===== src/rtl/cbs_pkg.sv =====
package cbs_pkg;
  typedef enum logic {ST_IDLE, ST_RUN} cbs_state_e;
endpackage


===== src/rtl/cbs_norm.sv =====
// One parallel carry round: a digit of two at n becomes units at n+2 and n+3.
module cbs_norm #(
  parameter int W = 32
) (
  input  logic [W-1:0][1:0] dig_i,
  output logic [W-1:0][1:0] dig_o,
  output logic              need_o,
  output logic              ovf_o
);
  logic [W-1:0] carry;

  for (genvar n = 0; n < W; n++) begin : g_carry
    assign carry[n] = dig_i[n][1];
  end

  for (genvar n = 0; n < W; n++) begin : g_dig
    if (n >= 3) begin : g_full
      assign dig_o[n] = {1'b0, dig_i[n][0]} + {1'b0, carry[n-2]} + {1'b0, carry[n-3]};
    end else if (n == 2) begin : g_two
      assign dig_o[n] = {1'b0, dig_i[n][0]} + {1'b0, carry[0]};
    end else begin : g_low
      assign dig_o[n] = {1'b0, dig_i[n][0]};
    end
  end

  assign need_o = |carry;
  // carries from the top three positions land at or above W
  assign ovf_o  = carry[W-1] | carry[W-2] | carry[W-3];
endmodule


===== src/rtl/cbs_find.sv =====
// Lowest position with subtrahend 1 over minuend digit 0.
module cbs_find #(
  parameter int W  = 32,
  parameter int IW = $clog2(W)
) (
  input  logic [W-1:0][1:0] dig_i,
  input  logic [W-1:0]      b_i,
  output logic              found_o,
  output logic [IW-1:0]     idx_o
);
  always_comb begin
    found_o = 1'b0;
    idx_o   = '0;
    for (int i = W - 1; i >= 0; i--) begin
      if (b_i[i] && dig_i[i] == 2'd0) begin
        found_o = 1'b1;
        idx_o   = IW'(i);
      end
    end
  end
endmodule


===== src/rtl/cbs_apply.sv =====
// Borrow rewrite: +1 at k, k+2, k+3, k+4 of the minuend; clear subtrahend bit k.
module cbs_apply #(
  parameter int W  = 32,
  parameter int IW = $clog2(W)
) (
  input  logic [W-1:0][1:0] dig_i,
  input  logic [W-1:0]      b_i,
  input  logic [IW-1:0]     idx_i,
  output logic [W-1:0][1:0] dig_o,
  output logic [W-1:0]      b_o,
  output logic              ovf_o
);
  int k;

  always_comb begin
    k = int'(idx_i);
    for (int n = 0; n < W; n++) begin
      dig_o[n] = dig_i[n] + 2'((n == k) || (n == k + 2) || (n == k + 3) || (n == k + 4));
      b_o[n]   = b_i[n] && (n != k);
    end
    ovf_o = (k + 4 >= W);
  end
endmodule


===== src/rtl/cbs_sub.sv =====
module cbs_sub
  import cbs_pkg::*;
#(
  parameter int W         = 32,
  parameter int MAX_STEPS = 128
) (
  input  logic         clk_i,
  input  logic         rst_ni,
  input  logic         start_i,
  input  logic [W-1:0] a_i,
  input  logic [W-1:0] b_i,
  output logic [W-1:0] diff_o,
  output logic         done_o,
  output logic         ovf_o,
  output logic         err_o
);
  localparam int IW = $clog2(W);
  localparam int CW = $clog2(MAX_STEPS + 1);

  cbs_state_e        st_q;
  logic [W-1:0][1:0] dig_q, dig_load, nrm_dig, app_dig;
  logic [W-1:0]      b_q, app_b, fin_diff;
  logic [CW-1:0]     cnt_q;
  logic              ovf_run_q, diff_ovf_q, err_q, done_q;
  logic [W-1:0]      diff_q;
  logic              nrm_need, nrm_ovf, fnd_found, app_ovf, at_limit;
  logic [IW-1:0]     fnd_idx;

  cbs_norm #(.W(W)) u_norm (
    .dig_i (dig_q),
    .dig_o (nrm_dig),
    .need_o(nrm_need),
    .ovf_o (nrm_ovf)
  );

  cbs_find #(.W(W), .IW(IW)) u_find (
    .dig_i  (dig_q),
    .b_i    (b_q),
    .found_o(fnd_found),
    .idx_o  (fnd_idx)
  );

  cbs_apply #(.W(W), .IW(IW)) u_apply (
    .dig_i(dig_q),
    .b_i  (b_q),
    .idx_i(fnd_idx),
    .dig_o(app_dig),
    .b_o  (app_b),
    .ovf_o(app_ovf)
  );

  always_comb begin
    for (int n = 0; n < W; n++) begin
      dig_load[n] = {1'b0, a_i[n]};
      fin_diff[n] = dig_q[n][0] & ~b_q[n];
    end
  end

  assign at_limit = (cnt_q == CW'(MAX_STEPS));

  always_ff @(posedge clk_i or negedge rst_ni) begin
    if (!rst_ni) begin
      st_q       <= ST_IDLE;
      dig_q      <= '0;
      b_q        <= '0;
      cnt_q      <= '0;
      ovf_run_q  <= 1'b0;
      diff_q     <= '0;
      diff_ovf_q <= 1'b0;
      err_q      <= 1'b0;
      done_q     <= 1'b0;
    end else begin
      done_q <= 1'b0;
      unique case (st_q)
        ST_IDLE: begin
          if (start_i) begin
            dig_q     <= dig_load;
            b_q       <= b_i;
            cnt_q     <= '0;
            ovf_run_q <= 1'b0;
            st_q      <= ST_RUN;
          end
        end
        ST_RUN: begin
          if (!nrm_need && !fnd_found) begin
            diff_q     <= fin_diff;
            diff_ovf_q <= ovf_run_q;
            err_q      <= 1'b0;
            done_q     <= 1'b1;
            st_q       <= ST_IDLE;
          end else if (at_limit) begin
            diff_q     <= fin_diff;
            diff_ovf_q <= ovf_run_q;
            err_q      <= 1'b1;
            done_q     <= 1'b1;
            st_q       <= ST_IDLE;
          end else if (nrm_need) begin
            // carries first: rewrites assume 0/1 digits
            dig_q     <= nrm_dig;
            ovf_run_q <= ovf_run_q | nrm_ovf;
            cnt_q     <= cnt_q + 1'b1;
          end else begin
            dig_q     <= app_dig;
            b_q       <= app_b;
            ovf_run_q <= ovf_run_q | app_ovf;
            cnt_q     <= cnt_q + 1'b1;
          end
        end
        default: st_q <= ST_IDLE;
      endcase
    end
  end

  assign diff_o = diff_q;
  assign done_o = done_q;
  assign ovf_o  = diff_ovf_q;
  assign err_o  = err_q;


  done_pulse_chk: assert property (@(posedge clk_i) disable iff (!rst_ni)
    done_o |=> !done_o);


  step_bound_chk: assert property (@(posedge clk_i) disable iff (!rst_ni)
    cnt_q <= CW'(MAX_STEPS));


  borrow_fix_chk: assert property (@(posedge clk_i) disable iff (!rst_ni)
    (st_q == ST_RUN && !nrm_need && fnd_found && !at_limit)
      |=> (dig_q[$past(fnd_idx)] == 2'd1 && !b_q[$past(fnd_idx)]));


  sub_shrink_chk: assert property (@(posedge clk_i) disable iff (!rst_ni)
    (st_q == ST_RUN && $past(st_q) == ST_RUN) |-> $countones(b_q) <= $countones($past(b_q)));


  ovf_sticky_chk: assert property (@(posedge clk_i) disable iff (!rst_ni)
    (st_q == ST_RUN && $past(st_q) == ST_RUN && $past(ovf_run_q)) |-> ovf_run_q);


  err_with_done_chk: assert property (@(posedge clk_i) disable iff (!rst_ni)
    $rose(err_o) |-> done_o);
endmodule


===== config.mk =====
export PLATFORM = sky130hd
export DESIGN_NAME = cbs_sub
export DESIGN_NICKNAME = d
export VERILOG_FILES = /design/src/rtl/cbs_pkg.sv /design/src/rtl/cbs_norm.sv /design/src/rtl/cbs_find.sv /design/src/rtl/cbs_apply.sv /design/src/rtl/cbs_sub.sv
export SDC_FILE = /design/constraint.sdc
export NUM_CORES = 1
export LEC_CHECK = 0
export CORE_MARGIN = 3
export CORE_UTILIZATION = 29
export DETAILED_ROUTE_END_ITERATION = 10
export GPL_ROUTABILITY_DRIVEN = 1
export SLEW_MARGIN = 30
export SYNTH_ARGS = -nofsm -noshare
export SYNTH_HDL_FRONTEND = slang
export SYNTH_SLANG_ARGS = --single-unit

===== constraint.sdc =====
create_clock -name clk_i -period 5.8 [get_ports clk_i]
set_input_delay 1.74 -clock clk_i [delete_from_list [all_inputs] [get_ports clk_i]]
set_output_delay 1.74 -clock clk_i [all_outputs]
set_load 0.005 [all_outputs]

Word-level counts from Yosys, hierarchy flattened

Cells that the tools add are included.

Bits in registers: 141
Output and inout port bits: 35
Word-level logic and storage cells: 668

Add/subtract/negate cells: 95
Order comparisons: 1
Equal/unequal tests: 160
Muxes and demuxes: 96
Bitwise gates (word level): 69
Reduce and logical (&&, ||, !) cells: 205

Operators by type and width:

| cell                  | count |
|---|---|
| $eq A6 B32 Y1 const A | 48 |
| $eq A5 B32 Y1 const A | 24 |
| $eq A4 B32 Y1 const A | 12 |
| $mux W64              | 4 |
| $eq A3 B32 Y1 const A | 6 |
| $mux W32              | 6 |
| $mux W5               | 32 |
| $pmux W64 S2          | 1 |
| $add A2 B1 Y2         | 61 |
| $eq A2 B32 Y1 const A | 3 |
| $logic_not A32 Y1     | 3 |
| $logic_or A1 B1 Y1    | 96 |
| $eq A5 B5 Y1 const A  | 16 |
| $ne A5 B5 Y1 const A  | 16 |
| $logic_and A1 B1 Y1   | 65 |
| $logic_not A2 Y1      | 32 |
| $pmux W32 S2          | 1 |
| $add A1 B1 Y2         | 30 |
| $mux W1               | 46 |
| $eq A4 B5 Y1 const A  | 8 |
| $ne A4 B5 Y1 const A  | 8 |
| $not A1 Y1            | 33 |
| $and A1 B1 Y1         | 32 |
| $ge A32 B7 Y1 const B | 1 |
| 23 further kinds      | 42 |

Longest topological paths before layout

Gate-level depths: netlist (run 1).

Word-level depth: 44
Mapped depth: 20
Depth with buffers taken out: 17

Cells and area by module

A second synthesis (run 1) with hierarchy kept.

Cell total of the unflattened synthesis: 1056
Area, all modules: 10566.4 um2

By module, submodules not included:

| module    | instances | cells each | area an instance (um2) | seq. area each (um2) |
|---|---|---|---|---|
| cbs_sub   | 1         | 619        | 6985.4                 | 3528.4 |
| cbs_apply | 1         | 286        | 2154.6                 | 0.0 |
| cbs_norm  | 1         | 47         | 720.7                  | 0.0 |
| cbs_find  | 1         | 104        | 705.7                  | 0.0 |

Least setup slack after synthesis (run 1)

Ideal clock, no wire load.

Kind: register -> register
Start point: reg dig_q[49] in the netlist's numbering
End point: reg dig_q[22] in the netlist's numbering
Arrival time: 3.984 ns
Data required time: 5.666 ns
Slack: 1.682 ns
Cell stages (with the launch flop): 20
Cells stage by stage: dfrtp_1 -> or3b_2 -> nor2b_1 -> o211ai_1 -> a21oi_1 -> o31ai_1 -> inv_1 -> clkbuf_1 -> ha_1 -> a31oi_2 -> xnor2_1 -> or4_1 -> buf_2 -> or2_0 -> a31oi_1 -> ha_1 -> nand2_1 -> o211ai_1 -> o211ai_1 -> o21ai_0

Cells in the longest elaborated chain, start to end: 37
Elaborated cells on any way between the ends: 73
Those cells by class: 4 x add/sub; 5 x eq/ne; 54 x mux; 10 x reduce/logical

RTL lines:

| element                         | line            | text |
|---|---|---|
| start, declared                 | cbs_sub.sv:21   | `logic [W-1:0][1:0] dig_q, dig_load, nrm_dig, app_dig;` |
| start signal, assigned          | cbs_sub.sv:77   | `dig_q <= dig_load;` |
| start signal, assigned          | cbs_sub.sv:99   | `dig_q <= nrm_dig;` |
| start signal, assigned          | cbs_sub.sv:103  | `dig_q <= app_dig;` |
| $logic_not A2 Y1                | cbs_find.sv:15  | `if (b_i[i] && dig_i[i] == 2'd0) begin` |
| $logic_and A1 B1 Y1             | cbs_find.sv:15  |  |
| $mux W5 (25 in a row)           | cbs_find.sv:15  |  |
| $add A5 B2 Y6                   | cbs_apply.sv:18 | `dig_o[n] = dig_i[n] + 2'((n == k) \|\| (n == k + 2) \|\| (n == k + 3) \|\| (n == k + 4));` |
| $eq A5 B32 Y1                   | cbs_apply.sv:18 |  |
| $logic_or A1 B1 Y1 (3 in a row) | cbs_apply.sv:18 |  |
| $add A2 B1 Y2                   | cbs_apply.sv:18 |  |
| $mux W64                        | cbs_sub.sv:97   | `end else if (nrm_need) begin` |
| $mux W64                        | cbs_sub.sv:91   | `end else if (at_limit) begin` |
| $mux W64                        | cbs_sub.sv:85   | `if (!nrm_need && !fnd_found) begin` |
| $pmux W64 S2                    | cbs_sub.sv:74   | `unique case (st_q)` |

Parallel ways exist; a longest one is shown, timed or not. The select of a mux whose other input is x is not followed.
A chain may end at the register's enable or synchronous reset.

Final worst setup path (run 1)

Start point: reg dig_q[20] in the netlist's numbering
End point: reg dig_q[14] in the netlist's numbering

Cells in the longest elaborated chain, start to end: 23
Elaborated cells on any way between the ends: 43
Those cells by class: 4 x add/sub; 5 x eq/ne; 26 x mux; 8 x reduce/logical

RTL lines:

| element                         | line |
|---|---|
| $logic_not A2 Y1 *              | cbs_find.sv:15 |
| $logic_and A1 B1 Y1 *           | cbs_find.sv:15 |
| $mux W5 (11 in a row)           | cbs_find.sv:15 |
| $add A5 B2 Y6                   | cbs_apply.sv:18 |
| $eq A4 B32 Y1                   | cbs_apply.sv:18 |
| $logic_or A1 B1 Y1 (3 in a row) | cbs_apply.sv:18 |
| $add A2 B1 Y2                   | cbs_apply.sv:18 |
| $mux W64                        | cbs_sub.sv:97 |
| $mux W64                        | cbs_sub.sv:91 |
| $mux W64                        | cbs_sub.sv:85 |
| $pmux W64 S2                    | cbs_sub.sv:74 |

Every way passes the cells marked *; elsewhere a longest branch is shown, timed or not. The select of a mux whose other input is x is not followed.

==> metrics, run 1 <==
crit-path max FO 32; initial antenna violation count 0; outcome completed; Hold Path Stages 1; synthesized cell area 9570 sq um; width of the die 188 microns; Initial DRC Count 811; Seq/Total Area, Yosys 0.369; critical setup path kind flip-flop to flip-flop; Critical Path Max Stage Delay 750 ps; Starting Density 0.299; antenna fix cells 0; GR Util met3 0.0380; cells on worst reg2reg path 17; DIE AREA around 35000 sq um; EDFF count, synth 0; DR pass1 iterations 5; first-pass GRT wire length 53800 microns; Total Routing Usage GR 0.194; final worst-path cycle share 0.847; Crit. End Element flip-flop; reg2reg end dig_q[14]; Core Region 32000 sq um; ys flop type dfrtp_1; gr ovfl total 0; CTS Hold Bufs 0; fraction of layout cells with a size suffix above 1 0.0600; GP Congestion ~0.96; fmax around 0.20 GHz; Worst EP arrival 5210 ps; setup TNS 0 ps; Least-Margin Pin Slew 921 ps; vias in the first global route 9023; CP required about 6100 ps; CP Cell Sequence nor3b_1 > nor4_1 > o21ai_0 > o211ai_1 > o21ba_2 > buf_4 > ha_1 > a31oi_2 > mux2i_1 > nor4_1 > nand3_1 > a31oi_1 > ha_1 > nand2_1 > o211ai_1 > o211ai_1 > o21ai_0; synthesized flop and latch total 141; startpoint of the worst hold path cnt_q[7]; max_slew headroom 0.380; Ys Warns 0; TritonCTS clock tree yes; Final Hold Viols 0; DRC violations left 0; fin area 11700 sq um; post-synthesis area per instance roughly 8.3 sq um; reg2reg start dig_q[20]; total wire length around 34000 microns; Top cell by count, worst path o211ai_1; Worst Hold Slack ~490 ps; Placed Cells 1636; area added between synthesis and finish 22.4%; Final HPWL DP 24200 microns; met1 Use GR 0.270; H-Tree Level Count 4; Final #Nets 1353; clock buffer depth 2; Top Usage Layer GRT met2; Clock transition at path regs 70 ps; WHS Endpoint cnt_q[7]; routed len/inst 20.6 microns; Post-DP Area 11100 sq um; post-CTS sizing 0; IO Pins 102; Worst Setup Start Kind flip-flop; average vias per placed instance around 5.4; Syn Inst Count 1148; total CTS buffers 17; Async S/R FF share, synth 1.00; Die Ht 188 microns; detailed-route via count 9040; Net Count, Synth around 1300; Final ANT Viol Nets 0; largest net degree at the start of global routing 81; clock sinks 141; GR Layer Usage met2 0.307; final std cells w/o fill 1668; CTS root buffer clkbuf_16; post-synth cell types 60; # setup viols final 0; Max Slew Vio Count 0; fin crit period 4910 ps; clk_lat worst skew 440 ps; row cnt 65; skew final 8.95 ps; CP max stage cell nor4_1; RSZ-0062 raised after global routing false; Port Buffer Count 101; Post-CTS Setup Bufs 0; max-cap viol count 0; min-delay worst type flip-flop to flip-flop; flop2flop setup slack 890 ps
[layout make-up]
cell class	count	area, sq um
flip-flops and latches	141	3530
inverters	99	374
repair buffers	120	1170
multi-input cells	841	5440
fillers	3340	20300
well taps	435	544
clock inverters	11	215
clock buffers	21	450
[worst max path at each step]
stage                     startpoint  cells past startpoint  slack [ps]         to
final                      dig_q[20]                     17         890  dig_q[14]
after global routing         b_q[10]                     17         660  dig_q[14]
after CTS                    b_q[10]                     17        1050  dig_q[14]
after detailed placement     b_q[10]                     17        1080  dig_q[14]
after global placement       b_q[10]                     17        1060   dig_q[8]
after floorplan            dig_q[49]                     19        1680  dig_q[22]
[routing by layer]
layer | vias up | wire length (microns)
met5 | - | 0
met4 | 0 | 842
met3 | 48 | 2140
met2 | 351 | 15700
met1 | 4404 | 15600
li1 | 4237 | -
[state kept, by name (all words and copies together), names as in the netlist]
signal and flops:
err_o 1, cnt_q 8, ovf_run_q 1, dig_q 64
b_q 32, ovf_o 1, done_o 1, st_q 1
diff_o 32
[cells in the mapped netlist (all sizes together) (28+ instances only)]
library cell    n  share of area
o211ai         56          0.044
ha             37          0.048
clkbuf         56          0.022
o21ai         195           0.10
a31oi          41          0.027
nor3b          28          0.022
nand3          28          0.015
fa             29          0.061
nor2          100          0.039
dfrtp         141           0.37
nand3b         35          0.027
nand2         108          0.042
a21oi          38          0.020
inv            99          0.039
[cell families (layout without fill, tap and decap cells)]
kind of cell | count (synthesis) | count (layout) | synth area share
AO/OA/AOI/OAI | 386 | 386 | 0.241
AND/OR/NAND/NOR | 368 | 368 | 0.194
buffers and inverters | 166 | 251 | 0.0659
flip-flops | 141 | 141 | 0.369
adder cells (fa/ha/maj) | 66 | 66 | 0.109
multiplexers | 16 | 16 | 0.0170
XOR/XNOR | 5 | 5 | 0.00457
[layout by cell type, fill, tap and decap left out, types with 3 or more instances in the layout]
cell type and count:
clkdlybuf4s50_1 100, nor4_1 12, nor2b_1 6, o22ai_1 7, a22o_1 6, nand3_1 28
mux2i_1 14, ha_1 37, a211oi_1 4, o31ai_1 6, nor3b_1 27, a32oi_1 6
nand2_1 108, nand4_1 7, inv_1 98, nor3_1 9, nor2_1 99, dfrtp_1 140
and3_1 7, o221ai_1 3, nand2b_1 6, clkbuf_1 3, a22oi_1 9, nand3b_1 35
or3b_2 7, clkbuf_16 17, fa_1 29, xnor2_1 4, or2_2 3, a21oi_1 38
a31oi_1 40, o21ai_0 195, buf_4 18, o211ai_1 55, bufinv_16 6
[critical path, delay by kind of cell (launching register included)]
kind	cells	cell delay (ps)
adder cells (fa/ha/maj)	2	540
AO/OA/AOI/OAI	8	1430
multiplexers	1	180
buffers and inverters	1	250
AND/OR/NAND/NOR	5	1950
flip-flops	1	420
[through the flow]
step,worst slack [ps],utilization
after floorplan,1680,-
after global placement,1060,0.345
after detailed placement,1080,0.345
after CTS,1050,0.366
after global routing,659,0.366
final,886,0.366
Power of run 1 is left out: the tool's default activity adds up to more than one toggle a clock period on the data nets, which glitch-free logic cannot reach.
==> inputs of run 2 (changes only) <==
==> constraint.sdc (replaced) <==
create_clock -name clk_i -period 4.6 [get_ports clk_i]
set_input_delay 1.38 -clock clk_i [delete_from_list [all_inputs] [get_ports clk_i]]
set_output_delay 1.38 -clock clk_i [all_outputs]
set_load 0.005 [all_outputs]
==> run 2 against run 1 <==
First-iteration DRC count grew 20%. Global-route usage grew 0.32 points. Register-to-register slack lost 530 ps. Largest cell class unchanged. Highest routed layer unchanged.
==> metrics, run 2 (synthesis results as in run 1) <==
clk_lat worst skew about 430 ps; vias in the first global route 9178; Worst Path Buf+Inv 0; Final HPWL DP 25000 microns; max-cap viol count 0; gr ovfl total 0; min-delay worst type flip-flop to flip-flop; CTS Hold Bufs 0; Initial DRC Count just under 1000; fmax 0.236 GHz; antenna fix cells 0; setup TNS 0 ps; skew final between 6 and 7 ps; max_slew headroom 0.464; delay-heaviest family, CP compound AO/OA/AOI/OAI gates; TritonCTS clock tree yes; DRC violations left 0; most common cell after layout, fill and taps aside o21ai_0; # setup viols final 0; row cnt 65; GP Congestion 1.01; CTS root buffer clkbuf_16; Crit. End Element flip-flop; Starting Density 0.299; routed len/inst 20.6 microns; critical setup path kind flip-flop to flip-flop; Top cell by count, worst path o211ai_1; final std cells w/o fill 1698; DIE AREA 35200 sq um; Placed Cells 1666; clock buffer depth 2; commonest non-fill, non-tap cells in the layout o21ai_0 (195), dfrtp_1 (140), nand2_1 (108); final worst-path cycle share 0.923; CP max stage cell or4_1; RSZ-0062 raised after global routing false; Total Routing Usage GR 0.198; DR pass1 iterations 5; max FFs per register 64; Final ANT Viol Nets 0; outcome completed; total wire length 35100 microns; H-Tree Level Count 4; fraction of layout cells with a size suffix above 1 0.0863; largest net degree at the start of global routing 87; first-pass GRT wire length 54600 microns; width of the die 188 microns; Final #Nets 1383; Worst EP arrival 4550 ps; total CTS buffers 17; IO Pins 102; Critical Path Max Stage Delay 620 ps; average vias per placed instance 5.42; crit-path max FO 9; Clock transition at path regs 60 ps; Worst Setup Start Kind flip-flop; Final Hold Viols 0; Largest Register dig_q; Port Buffer Count 101; CP required slightly below 5000 ps; detailed-route via count 9208; initial antenna violation count 0; CP Cell Sequence or3b_1 > a211o_1 > a211oi_2 > a21oi_1 > and2_1 > o211a_1 > or4_1 > or2_0 > a31oi_1 > ha_1 > nand2_1 > o211ai_1 > o211ai_1 > o21ai_0; Core Region approximately 32000 sq um; area added between synthesis and finish 25.2%; Least-Margin Pin Slew 804 ps; Max Slew Vio Count 0; fin crit period 4240 ps; Die Ht 188 microns; clock sinks 141
-- run 2: metal layers --
metal  up-vias  part of all wire  GRT usage
li1       4297                 -          -
met1      4515              0.46      0.274
met2       349              0.46      0.318
met3        47             0.058     0.0351
met4         0             0.020     0.0563
met5         -                 0          0
-- run 2: per-stage QoR --
stage	worst slack, ps	util	hold WS, ps	area [sq um]
2_1_floorplan	482	-	451	9570
3_3_place_gp	305	0.353	484	11300
3_5_place_dp	279	0.353	485	11300
4_1_cts	229	0.374	498	12000
5_1_grt	114	0.374	540	12000
6_report	356	0.374	503	12000
-- run 2: what timing repair did --
action | 4_1_cts | 5_1_grt
hold endpoints to repair | 0 | 0
setup buffers | 0 | 0
endpoints found under the setup margin | 0 | 4
gates resized for setup | 0 | 2
-- run 2: layout make-up --
class                      instances  area (sq um)
fill                            3331         20100
multi-input combinational        841          5450
clock inverter                    14           218
tap                              435           544
inverter                          99           372
timing repair buffer             150          1450
sequential                       141          3530
clock buffer                      18           429
-- run 2: final timing paths --
path,end,cells after the start,slack (ps),from
min in group asynchronous,diff_o[9],1,1000,rst_ni
hold / removal,cnt_q[7],1,500,cnt_q[7]
setup reg to reg,dig_q[22],14,360,dig_q[12]
max in group asynchronous,dig_q[22],2,2810,rst_ni
hold reg to reg,cnt_q[7],1,500,cnt_q[7]
setup / recovery,dig_q[22],14,360,dig_q[12]
Power of run 2 is left out for the same reason.
==> inputs of run 3 (changes only) <==
==> constraint.sdc (replaced) <==
create_clock -name clk_i -period 3.62 [get_ports clk_i]
set_input_delay 1.086 -clock clk_i [delete_from_list [all_inputs] [get_ports clk_i]]
set_output_delay 1.086 -clock clk_i [all_outputs]
set_load 0.005 [all_outputs]
==> run 3 against run 2 <==
The flow now finishes with violations (setup timing). Clock skew rose by 13 ps. Sequential cell count did not move. Die area did not move. Non-clock buffer count rose by 196. Hold slack got worse by 7.1 ps. Highest routed layer unchanged.
==> metrics, run 3 (synthesis results as in run 1) <==
outcome complete, but fails checks; violated checks setup timing; Crit. End Element flip-flop; routed len/inst 19.4 microns; H-Tree Level Count 4; total wire length 36800 microns; Max VDD drop a little under 700 uV; Cell Pwr Density 1180 nW/um^2; P_leak a little under 6 nW; row cnt 65; IO Pins 102; GP Congestion 0.898; final worst-path cycle share 1.03; Total Routing Usage GR 0.205; largest net degree at the start of global routing 124; Largest Register dig_q; clock buffer depth 2; CTS Hold Bufs 0; most common cell after layout, fill and taps aside buf_4; setup TNS -806 ps; Initial DRC Count 931; Final HPWL DP about 27000 microns; max-cap viol count 0; antenna fix cells 0; detailed-route via count between 9000 and 10000; Starting Density 0.299; DRC violations left 0; min-delay worst type flip-flop to flip-flop; TritonCTS clock tree yes; crit-path max FO 4; RSZ-0062 raised after global routing true; DIE AREA 35200 sq um; Place WS -458 ps; Layout Utilization 0.442; final worst slack -124 ps; max FFs per register 64; Least-Margin Pin Slew 714 ps; clock sinks 141; initial antenna violation count 0; # setup viols final 13; max_slew headroom 0.524; Final Hold Viols 0; Final ANT Viol Nets 0; fin crit period 3740 ps; Fill cells roughly 3200; gr ovfl total 0; average vias per placed instance 5.25; DR pass1 iterations 5; first-pass GRT wire length 56700 microns; CTS root buffer clkbuf_16; critical setup path kind flip-flop to flip-flop; total CTS buffers 17; fmax 0.267 GHz; CP required between 3000 and 4000 ps; Core Region roughly 32000 sq um; area added between synthesis and finish 48.0%; clk_lat worst skew 440 ps; Die Ht roughly 190 microns; width of the die 188 microns; vias in the first global route 9898; Clock transition at path regs 70 ps; fraction of layout cells with a size suffix above 1 0.273; commonest non-fill, non-tap cells in the layout buf_4 (229), o21ai_0 (170), dfrtp_1 (140); Worst EP arrival about 4100 ps; Worst Setup Start Kind flip-flop; Port Buffer Count 101; skew final 19.5 ps; Tot Pwr 0.0168 W; Final #Nets 1579; Worst Hold Slack 496 ps; Max Slew Vio Count 0
[run 3: changes by cell type in the layout (fill, tap and decap cells not counted), sizes merged]
cell	previous run	this run
buf	49	246
clkinv	2	6
clkbuf	19	22
clkinvlp	6	2
bufinv	5	1
[run 3: cell type report]
| class | instances | area [sq um] | area share |
|---|---|---|---|
| repair buffers | 346 | 2950 | 0.208 |
| well taps | 435 | 544 | 0.0384 |
| inverters | 99 | 372 | 0.0262 |
| clock inverters | 10 | 87.6 | 0.00618 |
| clock buffers | 22 | 484 | 0.0342 |
| flip-flops and latches | 141 | 3530 | 0.249 |
| multi-input cells | 841 | 6200 | 0.438 |
[run 3: timing repair]
item / in CTS / in global routing
setup buffers: 10 / 9
pin swaps: 38 / 46
resized for setup: 83 / 75
setup endpoints to repair: 52 / 58
[run 3: power by group]
group	internal, W	switching (W)	total (W)
combinational	0.00556	0.00690	0.0125
sequential	0.00215	0.000386	0.00254
clock	0.00102	0.000754	0.00177
[run 3: final timing paths]
check                                from        end  slack [ps]  cells past startpoint
worst min-delay path             cnt_q[7]   cnt_q[7]         500                      1
max in group asynchronous          rst_ni  dig_q[57]        2320                      2
min in group asynchronous          rst_ni  diff_o[7]         600                      1
worst min register to register   cnt_q[7]   cnt_q[7]         500                      1
worst max-delay path            dig_q[13]  dig_q[18]        -120                     17
worst max register to register  dig_q[13]  dig_q[18]        -120                     17
[run 3: worst max-delay path, stage by stage, from the launching register on]
cell	delay, ps
dfrtp_1	430
or3b_1	390
a211o_1	310
a211oi_4	230
buf_6	160
o211ai_4	100
buf_6	140
a31oi_4	190
xnor2_2	90
or4_4	500
buf_4	160
nand2b_1	130
o211ai_1	140
ha_1	290
nand2_1	60
o211ai_1	90
o211ai_1	120
o21ai_1	90
[run 3: through the flow]
step,cell area [sq um],instances
2_1_floorplan,9660,1148
3_3_place_gp,12700,1845
3_5_place_dp,12700,1845
4_1_cts,13800,1885
5_1_grt,14200,1894
6_report,14200,1894
[run 3: metal layers]
layer	part of all wire	global-route usage	wire length, microns	vias up
met5	0	0	0	-
met4	0.033	0.0765	1230	0
met3	0.053	0.0331	1950	68
met2	0.47	0.328	17100	312
met1	0.45	0.280	16500	4868
li1	-	-	-	4689
No activity file was read; power rests on OpenSTA's default activity.
